--- src/rtl/ab_pulse_gen.sv ---
module ab_pulse_gen #(
  parameter int CLK_KHZ  = 13375,
  parameter int FAST_KHZ = 2000,
  parameter int SLOW_KHZ = 1000,
  parameter int ACC_W    = 16
) (
  input  logic       clk,
  input  logic       rst,
  input  logic [2:0] mode,
  input  logic       burst_win,
  output logic       ab_pulse,
  output logic       mode_ok
);

  localparam longint FULL = longint'(1) << ACC_W;
  localparam logic [ACC_W-1:0] STEP_FAST =
    ACC_W'((longint'(FAST_KHZ) * FULL + CLK_KHZ / 2) / CLK_KHZ);
  localparam logic [ACC_W-1:0] STEP_SLOW =
    ACC_W'((longint'(SLOW_KHZ) * FULL + CLK_KHZ / 2) / CLK_KHZ);

  typedef enum logic [2:0] {
    AB_OFF, AB_FAST_BURST, AB_SLOW_BURST, AB_SLOW_RUN, AB_FAST_RUN
  } ab_kind_e;

  function automatic ab_kind_e decode(input logic [2:0] c);
    case (c[1:0])
      2'b00:   decode = AB_OFF;
      2'b10:   decode = AB_FAST_BURST;
      2'b01:   decode = AB_SLOW_BURST;
      default: decode = c[2] ? AB_SLOW_RUN : AB_FAST_RUN;
    endcase
  endfunction

  ab_kind_e         kind_q, kind_d;
  logic [ACC_W-1:0] acc, step;
  logic             chg, is_burst, gate;

  assign kind_d   = decode(mode);
  assign chg      = kind_d != kind_q;
  assign is_burst = (kind_q == AB_FAST_BURST) || (kind_q == AB_SLOW_BURST);
  assign gate     = (kind_q != AB_OFF) && (!is_burst || burst_win);
  assign mode_ok  = kind_q != AB_OFF;

  always_comb begin
    case (kind_q)
      AB_FAST_BURST, AB_FAST_RUN: step = STEP_FAST;
      AB_SLOW_BURST, AB_SLOW_RUN: step = STEP_SLOW;
      default:                    step = '0;
    endcase
  end

  always_ff @(posedge clk) begin
    if (rst) begin
      kind_q   <= AB_OFF;
      acc      <= '0;
      ab_pulse <= 1'b0;
    end else if (chg) begin
      kind_q   <= kind_d;
      acc      <= '0;
      ab_pulse <= 1'b0;
    end else begin
      acc      <= acc + step;
      ab_pulse <= gate && !acc[ACC_W-1];
    end
  end

  p_off_silent_r1: assert property (@(posedge clk) disable iff (rst)
    (kind_q == AB_OFF) |=> !ab_pulse);

  p_fast_step_r6: assert property (@(posedge clk) disable iff (rst)
    (!chg && kind_q == AB_FAST_RUN) |=> acc == ACC_W'($past(acc) + STEP_FAST));

  p_slow_step_r6: assert property (@(posedge clk) disable iff (rst)
    (!chg && kind_q == AB_SLOW_RUN) |=> acc == ACC_W'($past(acc) + STEP_SLOW));

  p_window_gate_r7: assert property (@(posedge clk) disable iff (rst)
    (is_burst && !burst_win) |=> !ab_pulse);

  p_restart_r8: assert property (@(posedge clk) disable iff (rst)
    chg |=> (!ab_pulse && acc == '0));

  p_reset_r9: assert property (@(posedge clk)
    rst |=> (!ab_pulse && !mode_ok && acc == '0));

endmodule

--- config.mk ---
export PLATFORM = sky130hd
export DESIGN_NAME = ab_pulse_gen
export DESIGN_NICKNAME = d
export VERILOG_FILES = /design/src/rtl/ab_pulse_gen.sv
export SDC_FILE = /design/constraint.sdc
export NUM_CORES = 1
export LEC_CHECK = 0
export ABC_AREA = 0
export BUFFER_PORTS_ARGS = -buffer_cell sky130_fd_sc_hd__buf_2
export CAP_MARGIN = 20
export CORE_MARGIN = 2
export CORE_UTILIZATION = 50
export CTS_CLUSTER_SIZE = 28
export DETAILED_ROUTE_END_ITERATION = 10
export GPL_ROUTABILITY_DRIVEN = 0
export HOLD_SLACK_MARGIN = 0.03
export PLACE_DENSITY = 0.67
export SKIP_CTS_REPAIR_TIMING = 1
export SLEW_MARGIN = 0
export SYNTH_ARGS = -nofsm -noshare
export SYNTH_HDL_FRONTEND = slang
export SYNTH_SLANG_ARGS = --single-unit
--- constraint.sdc ---
create_clock -name clk -period 2.4 [get_ports clk]
set_clock_uncertainty 0.15 [all_clocks]
set_input_delay 0.48 -clock clk [delete_from_list [all_inputs] [get_ports clk]]
set_output_delay 0.48 -clock clk [all_outputs]
set_load 0.02 [all_outputs]
; After elaboration in Yosys (flattened, before gate mapping)
; Cells that the tools add are included.
[totals]
reg_bits = 20
in_bits = 6
out_inout_bits = 2
word_cells = 25
[classes]
n_addsub = 1
n_eq_ne = 7
mux = 3
n_reduce_logical = 11
[op_table]
columns = operator, count
row1 = case mux 14 bit (2 select lines), 1
row2 = adder 16 bit, 1
row3 = case mux 3 bit (3 select lines), 1
row4 = "== test 3 x 2 -> 1 bit, second input constant", 2
row5 = OR reduction 2 bit, 3
row6 = "== test 3 x 1 -> 1 bit, second input constant", 1
row7 = "== test 3 bit, second input constant", 1
row8 = two-way mux 3 bit, 1
row9 = != test 3 bit, 1
row10 = nonzero test 3 bit, 1
row11 = "== test 2 x 1 -> 1 bit, second input constant", 1
row12 = "== test 2 bit, second input constant", 1
row13 = logical AND 1 bit, 2
row14 = logical NOT 1 bit, 2
row15 = logical NOT 2 bit, 1
row16 = logical OR 1 bit, 2

; Logic depth before layout (Yosys ltp)
[logic_depth]
ltp_word = 6
mapped_depth = 10
mapped_depth_nobuf = 10

; Least setup slack after synthesis
; Ideal clock, no wire load.
[synth_path]
path_kind = reg-to-reg
from = register kind_q[2]
to = register acc[12]
setup_time_ps = 114
arrival_ps = 2011
required_ps = 2136
slack_ps = 125
path_stages_with_launch = 10
path_buffers = 0
period_less_slack_ps = 2275
path_cell_list = dfxtp_1 -> and2b_1 -> ha_1 -> inv_1 -> fa_1 -> nand3b_1 -> a2111oi_0 -> o21ai_0 -> xor2_1 -> nor2_1
[synth_between]
elab_chain_cells = 4
elab_cells_between_ends = 10
cone_classes = add/sub (1) / eq/ne (5) / mux (1) / reduce/logical (3)
[synth_lines]
columns = element, line
row1 = from (decl), 34  ; ab_kind_e kind_q, kind_d;
row2 = from (signal assigned), 58  ; kind_q <= kind_d;
row3 = "== test 3 x 2 -> 1 bit, or another cell as far along", 45  ; case (kind_q)
row4 = OR reduction 2 bit, 45
row5 = case mux 14 bit (2 select lines), 45
row6 = adder 16 bit, 62  ; acc <= acc + step;
row7 = to (signal assigned), 62
row8 = to (decl), 35  ; logic [ACC_W-1:0] acc, step;
; Several ways; a longest one is shown, not always the timed one.
; A chain may end at the register's enable or synchronous reset.

; Worst setup path after layout
[layout_path]
from = register kind_q[2]
to = register acc[15]
; Same word-level chain as after synthesis.

==> impl_metrics.py <==
metrics = {
    "die": {
        "core_area_um2": 1982,
        "die_area_um2": 2507,
        "fp.dieH_um": 50.07,
        "rows": 16,
        "ios": 8,
        "initial_core_util": 0.5354,
        "die_w_um": 50.07,
    },
    "critical_path": {
        "cp.arrival_ns": 2.43,
        "setup.worst_path.start_class": "flop",
        "critPathCaptureType": "flop",
        "cpMostUsedCell": "a211o_1",
        "path_max_fanout": 4,
        "path_class": "reg -> reg",
        "critPathRequiredTime_ns": 2.50,
        "cpPeakStageDelay_ns": 0.40,
        "path_cells": "and2b_2, buf_4, ha_2, and4_1, nand3_2, a211o_1, a211o_1, nand2_1",
        "critical-path-slowest-cell": "ha_2",
    },
    "logic_synthesis": {
        "yosysUniqueCellTypes": 38,
        "synthArstFlopShare": 0,
        "synth-xor-area-share": 0.07429,
        "ys_ff_latch": 18,
        "netlist_area_um2": 1061,
        "syn_area_per_cell_um2": 9.069,
        "synth_cells": 117,
        "synth_mux_area_frac": 0,
        "yosysWarnings": 0,
        "syn_nets": 133,
        "synth_compound_area_frac": 0.1745,
        "yosys_most_used_dff": "dfxtp_1",
        "synth_fa_ha_area_frac": 0.1344,
        "synth_edf_count": 0,
        "synth-simple-area-share": 0.2559,
        "synth_seq_area_share": 0.3396,
        "synth_top_family_by_area": "simple AND/OR/NAND/NOR gates",
    },
    "layout": {
        "final_common_cell": "dfxtp_1",
        "area_growth_pct": 27.71,
        "fillers": 156,
        "most-common-layout-cells": "17 x dfxtp_1, 12 x nor2_1, 9 x buf_4",
        "drive_gt1_frac": 0.3309,
        "fin_cells": 163,
        "antennaDiodeCount": 0,
        "final_nets": 153,
    },
    "run": {
        "drv_cap": 0,
    },
    "timing": {
        "max_freq_mhz": 428.9,
        "relSlewSlack": 0.6402,
        "hold_viol": 0,
        "setup_ws_ns": 0.06820,
        "period_needed_ns": 2.332,
        "setup_viol": 0,
        "worst_pin_slew_ns": 0.5395,
        "finalMaxSlewViolations": 0,
        "rsz0062_at_grt": "yes",
        "min_period_over_period": 0.9716,
    },
    "routing": {
        "first_iter_violations": 14,
        "drt.antenna.violating_nets": 0,
        "drc": 0,
        "vias_per_cell": 5.644,
        "wl_mm": 2.267,
        "dr_total_vias": 920,
        "avgRoutedWirePerCell_um": 13.91,
        "dr.pass1.iters": 4,
    },
    "clock_tree": {
        "cts_buffers": 3,
        "cts_tree": "yes",
        "worstSkewPairLatency_ns": 0.29,
        "cts_sinks": 18,
        "cts.clk_slew.worst_paths_ns": 0.11,
        "clockBufferDepth": 2,
        "htreeDepth": 1,
        "cts_root_buf": "clkbuf_4",
    },
    "place": {
        "dpl.hpwl_mm": 1.495,
        "pre_cts_slack_ns": -0.06265,
        "io_buffers": 7,
        "place_inst": 156,
    },
    "grt": {
        "grt_pass1_wl_mm": 3.553,
        "overflow": 0,
        "antenna_found_initial": 0,
        "first_global_vias": 815,
        "track_usage": 0.1859,
        "grt_max_degree": 14,
    },
    "power_and_ir_drop": {
        "p_leak_nw": 0.5564,
        "vdd_drop_max_mv": 0.3769,
        "powerDensity_nw_per_um2": 448.8,
    },
    "run_status": {
        "status": "completed",
    },
    "worst_hold_path": {
        "hold_path.class": "in -> reg",
    },
}
==> layout make-up <==
| type | count | area (µm²) | share of cell area |
|---|---|---|---|
| Multi-Input combinational cell | 95 | 809.5 | 0.5974 |
| Clock buffer | 4 | 36.28 | 0.02678 |
| Inverter | 3 | 11.26 | 0.008310 |
| Tap cell | 27 | 33.78 | 0.02493 |
| Timing Repair Buffer | 16 | 102.6 | 0.07572 |
| Sequential cell | 18 | 361.6 | 0.2669 |
==> final timing paths <==
| check | startpoint | depth (start not counted) | end | slack, ns |
|---|---|---|---|---|
| worst max-delay path | kind_q[2] | 8 | acc[15] | 0.07 |
| worst min register to register | acc[15] | 1 | ab_pulse | 0.33 |
| worst min-delay path | rst | 2 | kind_q[1] | 0.24 |
| worst max register to register | kind_q[2] | 8 | acc[15] | 0.07 |
==> routing by layer <==
metal | track usage | vias up | wire length [µm]
met2 | 0.2873 | 20 | 1114
li1 | - | 468 | -
met1 | 0.2481 | 430 | 1046
met5 | 0 | - | 0
met4 | 0.03704 | 0 | 13
met3 | 0.06667 | 2 | 92
==> per-stage QoR <==
step           total power [mW]  TNS [ns]  hold WS, ns  instance area, µm²    util
2_1_floorplan            0.3753         0       0.2826                1061       -
3_3_place_gp             0.3997  -0.09862       0.3137                1164  0.5871
3_5_place_dp             0.4004  -0.06265       0.3125                1164  0.5871
4_1_cts                  0.5942  -0.08721       0.2231                1200  0.6054
5_1_grt                  0.6372  -0.07843       0.2345                1355  0.6837
6_report                 0.6082         0       0.2406                1355  0.6837
==> logic make-up after synthesis <==
family / after synthesis
compound gates: 26
xor+xnor: 9
fa+ha+maj: 11
buf+inv: 4
flops: 18
simple gates: 49
==> power breakdown <==
part,switching (mW),internal [mW],total [mW]
clock network,0.0992,0.0924,0.192
registers,0.00384,0.305,0.309
logic,0.0579,0.0497,0.108
total,0.161,0.447,0.608
==> cells in the mapped netlist, types with 4 or more instances <==
library cell   n  share of area
a21o_1         5          0.035
a21oi_1        4          0.019
dfxtp_1       18           0.34
ha_1           9           0.11
nand2_1        6          0.021
nand3_1        5          0.024
nor2_1        12          0.042
nor3_1         6          0.028
o21ai_0        4          0.019
xor2_1         6          0.050
==> state kept, by name (all words and copies together), names as in the netlist <==
signal,count
acc,14
ab_pulse,1
kind_q,3
==> critical path: cells and delay by family (launching register included) <==
| family | cells | cell delay, ns |
|---|---|---|
| buf+inv | 1 | 0.16 |
| fa+ha+maj | 1 | 0.40 |
| simple gates | 4 | 0.67 |
| compound gates | 2 | 0.55 |
| flops | 1 | 0.36 |
Note: power is estimated with default switching activity, not from simulation.
